**src/rtl/rtc_pkg.sv**
```systemverilog
// Shared conversions for the time and calendar engine.
// Assumes every stored byte holds a number from 0 to 99 in the selected format.
package rtc_pkg;
    localparam int BYTE_W = 8;
    localparam int NUM_W  = 7;

    // Decode a stored byte to a plain number.
    function automatic logic [NUM_W-1:0] to_num(input logic [BYTE_W-1:0] v, input logic bin);
        logic [NUM_W-1:0] r;
        if (bin) r = v[NUM_W-1:0];
        else     r = NUM_W'(v[7:4]) * NUM_W'(10) + NUM_W'(v[3:0]);
        return r;
    endfunction

    // Encode a plain number into the selected byte format.
    function automatic logic [BYTE_W-1:0] to_byte(input logic [NUM_W-1:0] n, input logic bin);
        logic [BYTE_W-1:0] r;
        if (bin) r = {1'b0, n};
        else     r = {4'(n / NUM_W'(10)), 4'(n % NUM_W'(10))};
        return r;
    endfunction

    // Number of days in a month; the year is a two-digit value.
    function automatic logic [NUM_W-1:0] month_days(input logic [NUM_W-1:0] m, input logic [NUM_W-1:0] y);
        logic [NUM_W-1:0] r;
        case (m)
            NUM_W'(2):  r = ((y % NUM_W'(4)) == '0) ? NUM_W'(29) : NUM_W'(28);
            NUM_W'(4), NUM_W'(6), NUM_W'(9), NUM_W'(11): r = NUM_W'(30);
            default:    r = NUM_W'(31);
        endcase
        return r;
    endfunction
endpackage

```
**src/rtl/rtc_wrap_step.sv**
```systemverilog
// One modulo counter stage (seconds or minutes).
// Steps from LO to HI and wraps to LO, raising carry on the wrap. Assumes cur is in range.
module rtc_wrap_step
    import rtc_pkg::*;
#(
    parameter int LO = 0,
    parameter int HI = 59
) (
    input  logic [BYTE_W-1:0] cur,
    input  logic              bin_mode,
    input  logic              en,
    output logic [BYTE_W-1:0] nxt,
    output logic              carry
);
    logic [NUM_W-1:0] num;

    // Next value of this stage and its carry out.
    always_comb begin
        num   = to_num(cur, bin_mode);
        carry = en && (num == NUM_W'(HI));
        if (!en)        nxt = cur;
        else if (carry) nxt = to_byte(NUM_W'(LO), bin_mode);
        else            nxt = to_byte(num + NUM_W'(1), bin_mode);
    end
endmodule

```
**src/rtl/rtc_hour_step.sv**
```systemverilog
// Hour stage for 24-hour and 12-hour formats.
// In 12-hour mode bit 7 is the PM flag. Raises day_carry at midnight.
module rtc_hour_step
    import rtc_pkg::*;
(
    input  logic [BYTE_W-1:0] cur,
    input  logic              bin_mode,
    input  logic              hr12,
    input  logic              en,
    output logic [BYTE_W-1:0] nxt,
    output logic              day_carry
);
    logic [NUM_W-1:0]  hnum;
    logic              pm;
    logic [BYTE_W-1:0] enc;

    // Hour successor and midnight carry.
    always_comb begin
        pm        = cur[7];
        hnum      = to_num(hr12 ? {1'b0, cur[6:0]} : cur, bin_mode);
        day_carry = 1'b0;
        enc       = '0;
        nxt       = cur;
        if (en) begin
            if (!hr12) begin
                if (hnum == NUM_W'(23)) begin
                    nxt       = to_byte('0, bin_mode);
                    day_carry = 1'b1;
                end else begin
                    nxt = to_byte(hnum + NUM_W'(1), bin_mode);
                end
            end else if (hnum == NUM_W'(12)) begin
                enc = to_byte(NUM_W'(1), bin_mode);
                nxt = {pm, enc[6:0]};
            end else if (hnum == NUM_W'(11)) begin
                enc       = to_byte(NUM_W'(12), bin_mode);
                nxt       = {~pm, enc[6:0]};
                day_carry = pm;
            end else begin
                enc = to_byte(hnum + NUM_W'(1), bin_mode);
                nxt = {pm, enc[6:0]};
            end
        end
    end
endmodule

```
**src/rtl/rtc_date_step.sv**
```systemverilog
// Day-of-week, date, month and year stage.
// Applies month length and leap years when en (the midnight carry) is high.
module rtc_date_step
    import rtc_pkg::*;
#(
    parameter int WEEK_DAYS  = 7,
    parameter int YEAR_LAST  = 99,
    parameter int YEAR_MONTHS = 12
) (
    input  logic [BYTE_W-1:0] dow,
    input  logic [BYTE_W-1:0] date,
    input  logic [BYTE_W-1:0] month,
    input  logic [BYTE_W-1:0] year,
    input  logic              bin_mode,
    input  logic              en,
    output logic [BYTE_W-1:0] dow_n,
    output logic [BYTE_W-1:0] date_n,
    output logic [BYTE_W-1:0] month_n,
    output logic [BYTE_W-1:0] year_n
);
    logic [NUM_W-1:0] d_num, dt_num, m_num, y_num, last_day;

    // Calendar successor for one elapsed day.
    always_comb begin
        d_num    = to_num(dow, bin_mode);
        dt_num   = to_num(date, bin_mode);
        m_num    = to_num(month, bin_mode);
        y_num    = to_num(year, bin_mode);
        last_day = month_days(m_num, y_num);
        dow_n    = dow;
        date_n   = date;
        month_n  = month;
        year_n   = year;
        if (en) begin
            dow_n = (d_num >= NUM_W'(WEEK_DAYS)) ? to_byte(NUM_W'(1), bin_mode)
                                                 : to_byte(d_num + NUM_W'(1), bin_mode);
            if (dt_num >= last_day) begin
                date_n = to_byte(NUM_W'(1), bin_mode);
                if (m_num >= NUM_W'(YEAR_MONTHS)) begin
                    month_n = to_byte(NUM_W'(1), bin_mode);
                    year_n  = (y_num >= NUM_W'(YEAR_LAST)) ? to_byte('0, bin_mode)
                                                           : to_byte(y_num + NUM_W'(1), bin_mode);
                end else begin
                    month_n = to_byte(m_num + NUM_W'(1), bin_mode);
                end
            end else begin
                date_n = to_byte(dt_num + NUM_W'(1), bin_mode);
            end
        end
    end
endmodule

```
**src/rtl/rtc_alarm_match.sv**
```systemverilog
// Whole-byte equality of the three time fields against the alarm bytes.
// Assumes both sides use the same number and hour format.
module rtc_alarm_match
    import rtc_pkg::*;
#(
    parameter int FIELDS = 3
) (
    input  logic [FIELDS-1:0][BYTE_W-1:0] now_b,
    input  logic [FIELDS-1:0][BYTE_W-1:0] alm_b,
    output logic                          hit
);
    logic [FIELDS-1:0] eq;

    genvar g;
    for (g = 0; g < FIELDS; g++) begin : g_cmp
        // Per-field equality.
        assign eq[g] = (now_b[g] == alm_b[g]);
    end

    // All fields must agree.
    assign hit = &eq;
endmodule

```
**src/rtl/rtc_calendar_core.sv**
```systemverilog
// Time and calendar update engine: ten host-visible bytes advanced by a one-second tick.
// Assumes tick_1hz is a single-cycle pulse and that the host writes only valid values.
// A write strobe or set_hold drops the tick of that cycle.
module rtc_calendar_core
    import rtc_pkg::*;
#(
    parameter int ADDR_W = 4
) (
    input  logic              clk,
    input  logic              rst_n,
    input  logic              tick_1hz,
    input  logic              set_hold,
    input  logic              bin_mode,
    input  logic              hr12_mode,
    input  logic              wr_en,
    input  logic [ADDR_W-1:0] addr,
    input  logic [7:0]        wr_data,
    output logic [7:0]        rd_data,
    output logic              alarm_pulse
);
    localparam int NUM_REGS  = 10;
    localparam int TIME_REGS = 7;
    localparam int I_HOUR = 2, I_DOW = 3, I_DATE = 4, I_MON = 5, I_YEAR = 6;
    localparam int I_ASEC = 7, I_AMIN = 8, I_AHR = 9;
    localparam int MS_STAGES = 2;

    logic [BYTE_W-1:0] regs [NUM_REGS];
    logic [BYTE_W-1:0] nxt  [TIME_REGS];
    logic [MS_STAGES:0] carry_c;
    logic              step_en, day_en, hit;

    // A tick counts only with no hold and no write in the same cycle.
    assign step_en    = tick_1hz && !set_hold && !wr_en;
    assign carry_c[0] = step_en;

    genvar g;
    for (g = 0; g < MS_STAGES; g++) begin : g_ms
        rtc_wrap_step #(.LO(0), .HI(59)) u_stage (
            .cur      (regs[g]),
            .bin_mode (bin_mode),
            .en       (carry_c[g]),
            .nxt      (nxt[g]),
            .carry    (carry_c[g+1])
        );
    end

    rtc_hour_step u_hour (
        .cur       (regs[I_HOUR]),
        .bin_mode  (bin_mode),
        .hr12      (hr12_mode),
        .en        (carry_c[MS_STAGES]),
        .nxt       (nxt[I_HOUR]),
        .day_carry (day_en)
    );

    rtc_date_step u_date (
        .dow      (regs[I_DOW]),
        .date     (regs[I_DATE]),
        .month    (regs[I_MON]),
        .year     (regs[I_YEAR]),
        .bin_mode (bin_mode),
        .en       (day_en),
        .dow_n    (nxt[I_DOW]),
        .date_n   (nxt[I_DATE]),
        .month_n  (nxt[I_MON]),
        .year_n   (nxt[I_YEAR])
    );

    rtc_alarm_match #(.FIELDS(3)) u_alarm (
        .now_b ({nxt[I_HOUR], nxt[1], nxt[0]}),
        .alm_b ({regs[I_AHR], regs[I_AMIN], regs[I_ASEC]}),
        .hit   (hit)
    );

    // Reset value of each byte: day of week, date and month start at 1.
    function automatic logic [BYTE_W-1:0] reset_val(input int idx);
        return (idx == I_DOW || idx == I_DATE || idx == I_MON) ? 8'h01 : 8'h00;
    endfunction

    // Byte storage: host writes first, otherwise the tick advance.
    always_ff @(posedge clk) begin
        if (!rst_n) begin
            for (int i = 0; i < NUM_REGS; i++) regs[i] <= reset_val(i);
        end else if (wr_en) begin
            if (addr < ADDR_W'(NUM_REGS)) regs[addr] <= wr_data;
        end else if (step_en) begin
            for (int i = 0; i < TIME_REGS; i++) regs[i] <= nxt[i];
        end
    end

    // Alarm pulse registered alongside the advance it belongs to.
    always_ff @(posedge clk) begin
        if (!rst_n) alarm_pulse <= 1'b0;
        else        alarm_pulse <= step_en && hit;
    end

    // Combinational read of the addressed byte.
    assign rd_data = (addr < ADDR_W'(NUM_REGS)) ? regs[addr] : 8'h00;
endmodule

```
**config.mk**
```make
export PLATFORM = sky130hd
export DESIGN_NAME = rtc_calendar_core
export DESIGN_NICKNAME = d
export VERILOG_FILES = /design/src/rtl/rtc_pkg.sv /design/src/rtl/rtc_wrap_step.sv /design/src/rtl/rtc_hour_step.sv /design/src/rtl/rtc_date_step.sv /design/src/rtl/rtc_alarm_match.sv /design/src/rtl/rtc_calendar_core.sv
export SDC_FILE = /design/constraint.sdc
export NUM_CORES = 1
export LEC_CHECK = 0
export ABC_AREA = 1
export BUFFER_PORTS_ARGS = -buffer_cell sky130_fd_sc_hd__buf_4
export CAP_MARGIN = 20
export CORE_ASPECT_RATIO = 1.4
export CORE_MARGIN = 2
export CORE_UTILIZATION = 50
export CTS_BUF_LIST = sky130_fd_sc_hd__clkbuf_4 sky130_fd_sc_hd__clkbuf_8 sky130_fd_sc_hd__clkbuf_16
export CTS_CLUSTER_DIAMETER = 80
export DETAILED_ROUTE_END_ITERATION = 16
export PLACE_DENSITY = 0.63
export SYNTH_ARGS = -nofsm -noshare
export SYNTH_HDL_FRONTEND = slang
export SYNTH_SLANG_ARGS = --single-unit
```
**constraint.sdc**
```tcl
create_clock -name clk -period 5.4 [get_ports clk]
set_clock_uncertainty 0.1 [all_clocks]
set_input_delay 0.27 -clock clk [delete_from_list [all_inputs] [get_ports clk]]
set_output_delay 0.27 -clock clk [all_outputs]
set_load 0.02 [all_outputs]
```
==> results of run 1 <==
==> placed cells by master (no fill, tap or decap), drive strengths merged, types with 14 or more instances in the layout <==
| cell type | instances |
|---|---|
| a22oi | 38 |
| conb | 16 |
| o22ai | 14 |
| inv | 249 |
| buf | 45 |
| o211ai | 14 |
| a21oi | 37 |
| xnor2 | 14 |
| nor2 | 145 |
| clkinv | 16 |
| nand2 | 505 |
| o21ai | 102 |
| fa | 14 |
| xor2 | 17 |
| ha | 77 |
| edfxtp | 96 |
| nand4 | 19 |
| nand3 | 187 |
==> stage by stage <==
step | setup slack, ns | cell area (µm²) | hold WS (ns) | instances | utilization
3_5_place_dp | 0.4576 | 11640 | 0.3716 | 1956 | 0.5344
4_1_cts | 0.4359 | 11930 | 0.01520 | 1972 | 0.5475
5_1_grt | -0.01498 | 11990 | 0.01240 | 1979 | 0.5503
6_report | 0.5273 | 11990 | 0.01931 | 1979 | 0.5503
3_3_place_gp | 0.5259 | 11640 | 0.3661 | 1956 | 0.5344
2_1_floorplan | 1.054 | 11120 | 0.2689 | 1646 | -
==> worst paths after layout <==
check | slack (ns) | to | depth (start not counted)
worst min register to register | 0.53 | alarm_pulse$_SDFF_PN0_ | 4
worst max-delay path | 0.53 | alarm_pulse$_SDFF_PN0_ | 38
worst max register to register | 0.53 | alarm_pulse$_SDFF_PN0_ | 38
worst min-delay path | 0.02 | regs[10][5]$_DFFE_PP_ | 1
==> cell usage after synthesis (18+ instances only) <==
cell type,n
a21oi_1,36
a22oi_1,38
edfxtp_1,96
ha_1,77
inv_1,231
inv_2,18
nand2_1,482
nand2_2,21
nand3_1,170
nor2_1,136
o21ai_0,64
o21ai_1,23
==> metal layers <==
layer | GRT usage | routed length, µm | vias up
met5 | 0 | 0 | -
met4 | 0.1239 | 1617 | 0
met3 | 0.02054 | 1318 | 75
met2 | 0.4905 | 15920 | 286
met1 | 0.3401 | 13010 | 4908
li1 | - | - | 5459
==> critical path, delay by kind of cell (launching register included) <==
kind	cells	cell delay, ns
adders and majority gates	4	1.18
buffers and inverters	5	0.37
and+or+nand+nor	28	2.55
DFF	1	0.51
AOI/OAI and AO/OA	1	0.12
==> registers in the layout, indices dropped and copies added, names as in the netlist <==
signal,flops
regs,96
alarm_pulse,1
==> power by group through the flow <==
| stage | sequential [mW] | combinational (mW) | clock (mW) |
|---|---|---|---|
| 3_5_place_dp | 0.941 | 1.28 | 0 |
| 2_1_floorplan | 0.920 | 1.03 | 0 |
| 5_1_grt | 0.929 | 1.49 | 0.656 |
| 6_report | 0.923 | 1.30 | 0.632 |
| 4_1_cts | 0.925 | 1.29 | 0.630 |
| 3_3_place_gp | 0.940 | 1.26 | 0 |
==> cells by family (layout without fill, tap and decap cells) <==
group / count (synthesis) / count (layout) / synth area share
AOI/OAI and AO/OA: 241 / 241 / 0.1426
xor gates and xnor gates: 31 / 31 / 0.02895
buffers and inverters: 284 / 320 / 0.1017
DFF: 97 / 97 / 0.2624
other: 1 / 16 / 0.0003390
adders and majority gates: 91 / 91 / 0.1124
and+or+nand+nor: 886 / 886 / 0.3516
==> layout make-up <==
class | count | area, µm²
fill | 2229 | 9796
multi-input combinational | 1265 | 7102
sequential | 97 | 2903
inverter | 259 | 972.2
tap | 297 | 371.6
timing repair buffer | 45 | 350.3
clock buffer | 9 | 225.2
clock inverter | 7 | 61.31
==> what timing repair did <==
action / in CTS / in global routing
endpoints found under the setup margin: 0 / 1
gates resized for setup: 0 / 2
buffers inserted: 0 / 7
==> out/summary.txt, run 1 <==
Chip width -> 129.7 µm
1st-pass router iterations -> 6
Clock-pin slew on the worst setup and hold paths -> 0.07 ns
Yosys cell types -> 60
Crit path from -> regs[2][7]$_DFFE_PP_
Min-Delay Path Class -> input pin to flip-flop
CTS H-tree lvls -> 3
Critical path's slowest cell -> fa_1
Clock Sinks -> 97
Setup TNS -> 0 ns
Worst Tran Pin Value -> 1.002 ns
Drt via density -> 5.421
Die Ht -> 180 µm
Fmax -> 205.2 MHz
Hold Buf Count CTS -> 0
CTS tree -> yes
Avg Cell Area, Syn -> 6.783 µm²
Slew headroom -> 0.3246
Largest net degree at the start of global routing -> 46
Area Overhead vs Synth -> 8.335%
I/O pins -> 28
Netlist Area Pre-Place -> 11060 µm²
Die area -> 23350 µm²
Synth Register Bits -> 97
Register area share after synthesis -> 0.2624
Slowest cell delay on critical path -> 0.53 ns
Critical Path Fanout Max -> 6
Routed via count -> 10730
Primary FF master, synth -> edfxtp_1
Clk pwr share -> 0.221
P_leak -> 6.011 nW
Post-route ant nets -> 0
CP Class -> flip-flop to flip-flop
Core region area -> 21780 µm²
Most common cell on crit path -> nand2_1
Final critical-path required period -> 4.873 ns
Fin crit share -> 0.9023
Final setup vio count -> 0
Global-route wire length before repair -> 51450 µm
Worst setup EP type -> flip-flop
# port buffers -> 27
Pint -> 1.675 mW
Worst R2R Start -> regs[2][7]$_DFFE_PP_
N_diodes -> 0
GR Util All Layers -> 0.2775
Starting DRT DRC Count -> 685
EDFF count, synth -> 96
VDD IR-drop max -> 0.1452 mV
Final HPWL DP -> 25450 µm
TritonCTS Buffers -> 9
GRT Residual Overflow -> 0
DR WL/cell -> 16.10 µm
CP Launch Type -> flip-flop
CTS root buffer -> clkbuf_16
DRC viols -> 0
Sequential fraction of design power -> 0.323
Data arrival, critical path -> 5.06 ns
Gpl congestion -> 0.9495
Share of the synthesized area in the top cell type -> 0.2606
Worst-skew pair later-pin latency -> 0.35 ns
Final hold viol count -> 0
Clk buf depth -> 2
Std-Cell Rows -> 64
Switching power -> 1.180 mW
Final net count -> 1787
Top cells by area, synth -> edfxtp_1, nand2_1, ha_1, inv_1, nand3_1
Min-delay src -> wr_data[5]
FFs w/ async S/R, synth -> 0
WL final -> 31860 µm
Initial antenna violation count -> 0
Share of cells above drive strength 1 -> 0.09988
Total chip power -> 2.855 mW
Initial Utilization -> 0.5079
Final Slew Violations -> 0
Sw Ratio -> 0.4134
Logic pwr share -> 0.455
Cell Pwr Density -> 238.2 nW/µm²
Maximum capacitance violations -> 0
Synthesis warning total -> 0
Req. time, crit path -> 5.59 ns
Status -> finished clean
Most area-hungry cell type in the Yosys netlist -> edfxtp_1
Vias in the first global route -> 10200
Cells after synthesis -> 1631
Note: power is estimated with default switching activity, not from simulation.
==> run 2, diff against run 1 <==
Settings changed: SYNTH_HIERARCHICAL set to 1.
==> run 2 against run 1 <==
Net effect: worst hold slack lost 0.014 ns; total power rose by 10%; critical path depth fell by 15; register-to-register slack worse by 0.15 ns; design area up 17%; worst setup slack worse by 0.15 ns; critical path type unchanged; largest cell class unchanged; highest routed layer unchanged.
==> out/summary.txt, run 2 <==
Logic pwr share -> 0.504
VDD IR-drop max -> 0.1416 mV
Netlist Area Pre-Place -> 12920 µm²
Synth Register Bits -> 97
Fin cells -> 2348
Final net count -> 2135
Largest Register -> regs
Initial antenna violation count -> 0
Worst hold margin -> 0.005502 ns
Routed via count -> 12590
CTS H-tree lvls -> 3
Fmax -> 199.1 MHz
Data arrival, critical path -> 5.11 ns
Critical path's top delay family -> simple AND/OR/NAND/NOR gates
Commonest non-fill, non-tap cell in the layout -> nand2_1
Worst Tran Pin Value -> 0.9403 ns
DR WL/cell -> 15.94 µm
Fin crit share -> 0.9299
Final setup vio count -> 0
# port buffers -> 27
FFs w/ async S/R, synth -> 0
N_diodes -> 0
Initial Utilization -> 0.5092
Die area -> 27170 µm²
Post-route ant nets -> 0
Cells after synthesis -> 1981
Top-count cell post-synth -> nand2_1
CP cell instances -> ha_1 > ha_1 > fa_1 > nand3_1 > nand3_2 > nand2_1 > a21oi_1 > nand3_1 > inv_1 > inv_1 > nor4_1 > nand3_1 > inv_1 > inv_1 > nor3_1 > buf_4 > inv_1 > buf_4 > nor2_1 > o21ai_0 > o21ai_1 > nand3_1 > o21ai_0
WL final -> 37430 µm
Most frequent cells in the layout -> nand2_1, inv_1, nand3_1, nor2_1, edfxtp_1
Largest register FFs -> 96
Avg Cell Area, Syn -> 6.524 µm²
Critical path's slowest cell -> fa_1
Chip width -> 139.9 µm
1st-pass router iterations -> 7
Clk pwr share -> 0.201
Pre-CTS setup slack -> 0.2007 ns
Placed Cells -> 2315
Cell Pwr Density -> 224.8 nW/µm²
FILL cells -> 2617
Multi-input logic area -> 8857 µm²
Gpl congestion -> 0.8814
EDFF count, synth -> 96
Clk buf depth -> 2
GR Util All Layers -> 0.2754
Slew headroom -> 0.3722
CTS root buffer -> clkbuf_16
Yosys cell types -> 61
Drt via density -> 5.362
Slowest cell delay on critical path -> 0.54 ns
Final Slew Violations -> 0
Starting DRT DRC Count -> 900
Die Ht -> 194.2 µm
Vias in the first global route -> 12300
Maximum capacitance violations -> 0
CP Class -> flip-flop to flip-flop
Final core utilization -> 0.5505
TritonCTS Buffers -> 9
GRT Residual Overflow -> 0
Share of cells above drive strength 1 -> 0.1631
Final hold viol count -> 0
Clock-pin slew on the worst setup and hold paths -> 0.08 ns
R2R setup slack -> 0.38 ns
CTS tree -> yes
Final critical-path required period -> 5.022 ns
Std-Cell Rows -> 69
DRC viols -> 0
Status -> finished clean
Most area-hungry cell type in the Yosys netlist -> edfxtp_1
Largest net degree at the start of global routing -> 60
Register area share after synthesis -> 0.2246
Switching power -> 1.410 mW
Pint -> 1.732 mW
Register Area -> 2903 µm²
Top cells by area, synth -> edfxtp_1, nand2_1, nand3_1, ha_1, inv_1
Most common cell on crit path -> inv_1
Req. time, crit path -> 5.48 ns
Post-route setup slack -> 0.3783 ns
Area Overhead vs Synth -> 8.123%
Primary FF master, synth -> edfxtp_1
Synth top cells by count -> nand2_1, inv_1, nand3_1
I/O pins -> 28
CP Launch Type -> flip-flop
Worst-skew pair later-pin latency -> 0.35 ns
P_leak -> 7.246 nW
Largest registers -> regs (96), alarm_pulse (1)
Synthesis warning total -> 6
Sw Ratio -> 0.4487
Clock Sinks -> 97
Global-route wire length before repair -> 61240 µm
CP Buf/Inv Count -> 7
Worst setup EP type -> flip-flop
Min-Delay Path Class -> input pin to flip-flop
Core region area -> 25380 µm²
Critical Path Fanout Max -> 9
Sequential fraction of design power -> 0.295
Final HPWL DP -> 29000 µm
Share of the synthesized area in the top cell type -> 0.2231
[run 2: cell types whose count changed after synthesis, moves of 12 or more]
| cell | delta |
|---|---|
| nand3_1 | +29 |
| nand2_4 | +18 |
| nand2_2 | +46 |
| a22oi_1 | -37 |
| nand2_1 | +237 |
| nand3_2 | +21 |
| clkbuf_1 | +12 |
| o21ai_0 | +23 |
| inv_2 | +17 |
[run 2: power groups by stage]
stage / Sequential [mW] / Combinational (mW) / Clock (mW)
after CTS: 0.929 / 1.55 / 0.633
final: 0.927 / 1.58 / 0.633
after floorplan: 0.924 / 1.24 / 0
after detailed placement: 0.946 / 1.54 / 0
after global routing: 0.932 / 1.80 / 0.659
after global placement: 0.945 / 1.51 / 0
[run 2: stage by stage]
stage	instance area, µm²	power [mW]	TNS, ns
floorplan	12980	2.160	0
global placement	13470	2.459	0
global route	13970	3.387	-0.01027
detailed placement	13470	2.483	0
finish	13970	3.142	0
CTS	13760	3.108	0
[run 2: routing by layer]
metal	vias up	wire length, µm	global-route usage
li1	6410	-	-
met1	5773	14370	0.3095
met2	342	20630	0.5418
met3	65	1406	0.01877
met4	0	1030	0.08889
met5	-	0	0
[run 2: cell type report]
class                      instances  area share
clock buffer                       9     0.01612
clock inverter                     7    0.004298
inverter                         277     0.07468
multi-input combinational       1576      0.6339
sequential                        97      0.2077
tap                              319     0.02856
timing repair buffer              63     0.03474
[run 2: worst register-to-register path, stage by stage (launching register included)]
cell,delay [ns]
edfxtp_1,0.43
ha_1,0.31
ha_1,0.22
fa_1,0.54
nand3_1,0.12
nand3_2,0.08
nand2_1,0.09
a21oi_1,0.18
nand3_1,0.18
inv_1,0.14
inv_1,0.14
nor4_1,0.32
nand3_1,0.12
inv_1,0.09
inv_1,0.12
nor3_1,0.22
buf_4,0.22
inv_1,0.19
buf_4,0.21
nor2_1,0.30
o21ai_0,0.18
o21ai_1,0.17
nand3_1,0.08
o21ai_0,0.10
[run 2: cells by family after synthesis]
| group | share of synthesized area |
|---|---|
| AND/OR/NAND/NOR | 0.4600 |
| buffers and inverters | 0.1012 |
| AO/OA/AOI/OAI | 0.09111 |
| flip-flops | 0.2246 |
| adder cells (fa/ha/maj) | 0.09720 |
| XOR/XNOR | 0.02566 |
| other | 0.0002902 |
[run 2: final timing paths]
check | depth (start not counted) | start | to
worst max register to register | 23 | regs[0][7]$_DFFE_PP_ | regs[4][3]$_DFFE_PP_
worst min-delay path | 1 | wr_data[6] | regs[11][6]$_DFFE_PP_
worst max-delay path | 23 | regs[0][7]$_DFFE_PP_ | regs[4][3]$_DFFE_PP_
worst min register to register | 7 | regs[7][7]$_SDFFCE_PN0P_ | alarm_pulse$_SDFF_PN0_
[run 2: timing repair]
item / 4_1_cts / 5_1_grt
hold endpoints to repair: 0 / 0
hold buffers: 0 / 0
setup buffers: 0 / 17
setup endpoints to repair: 0 / 14
gates resized for setup: 0 / 23
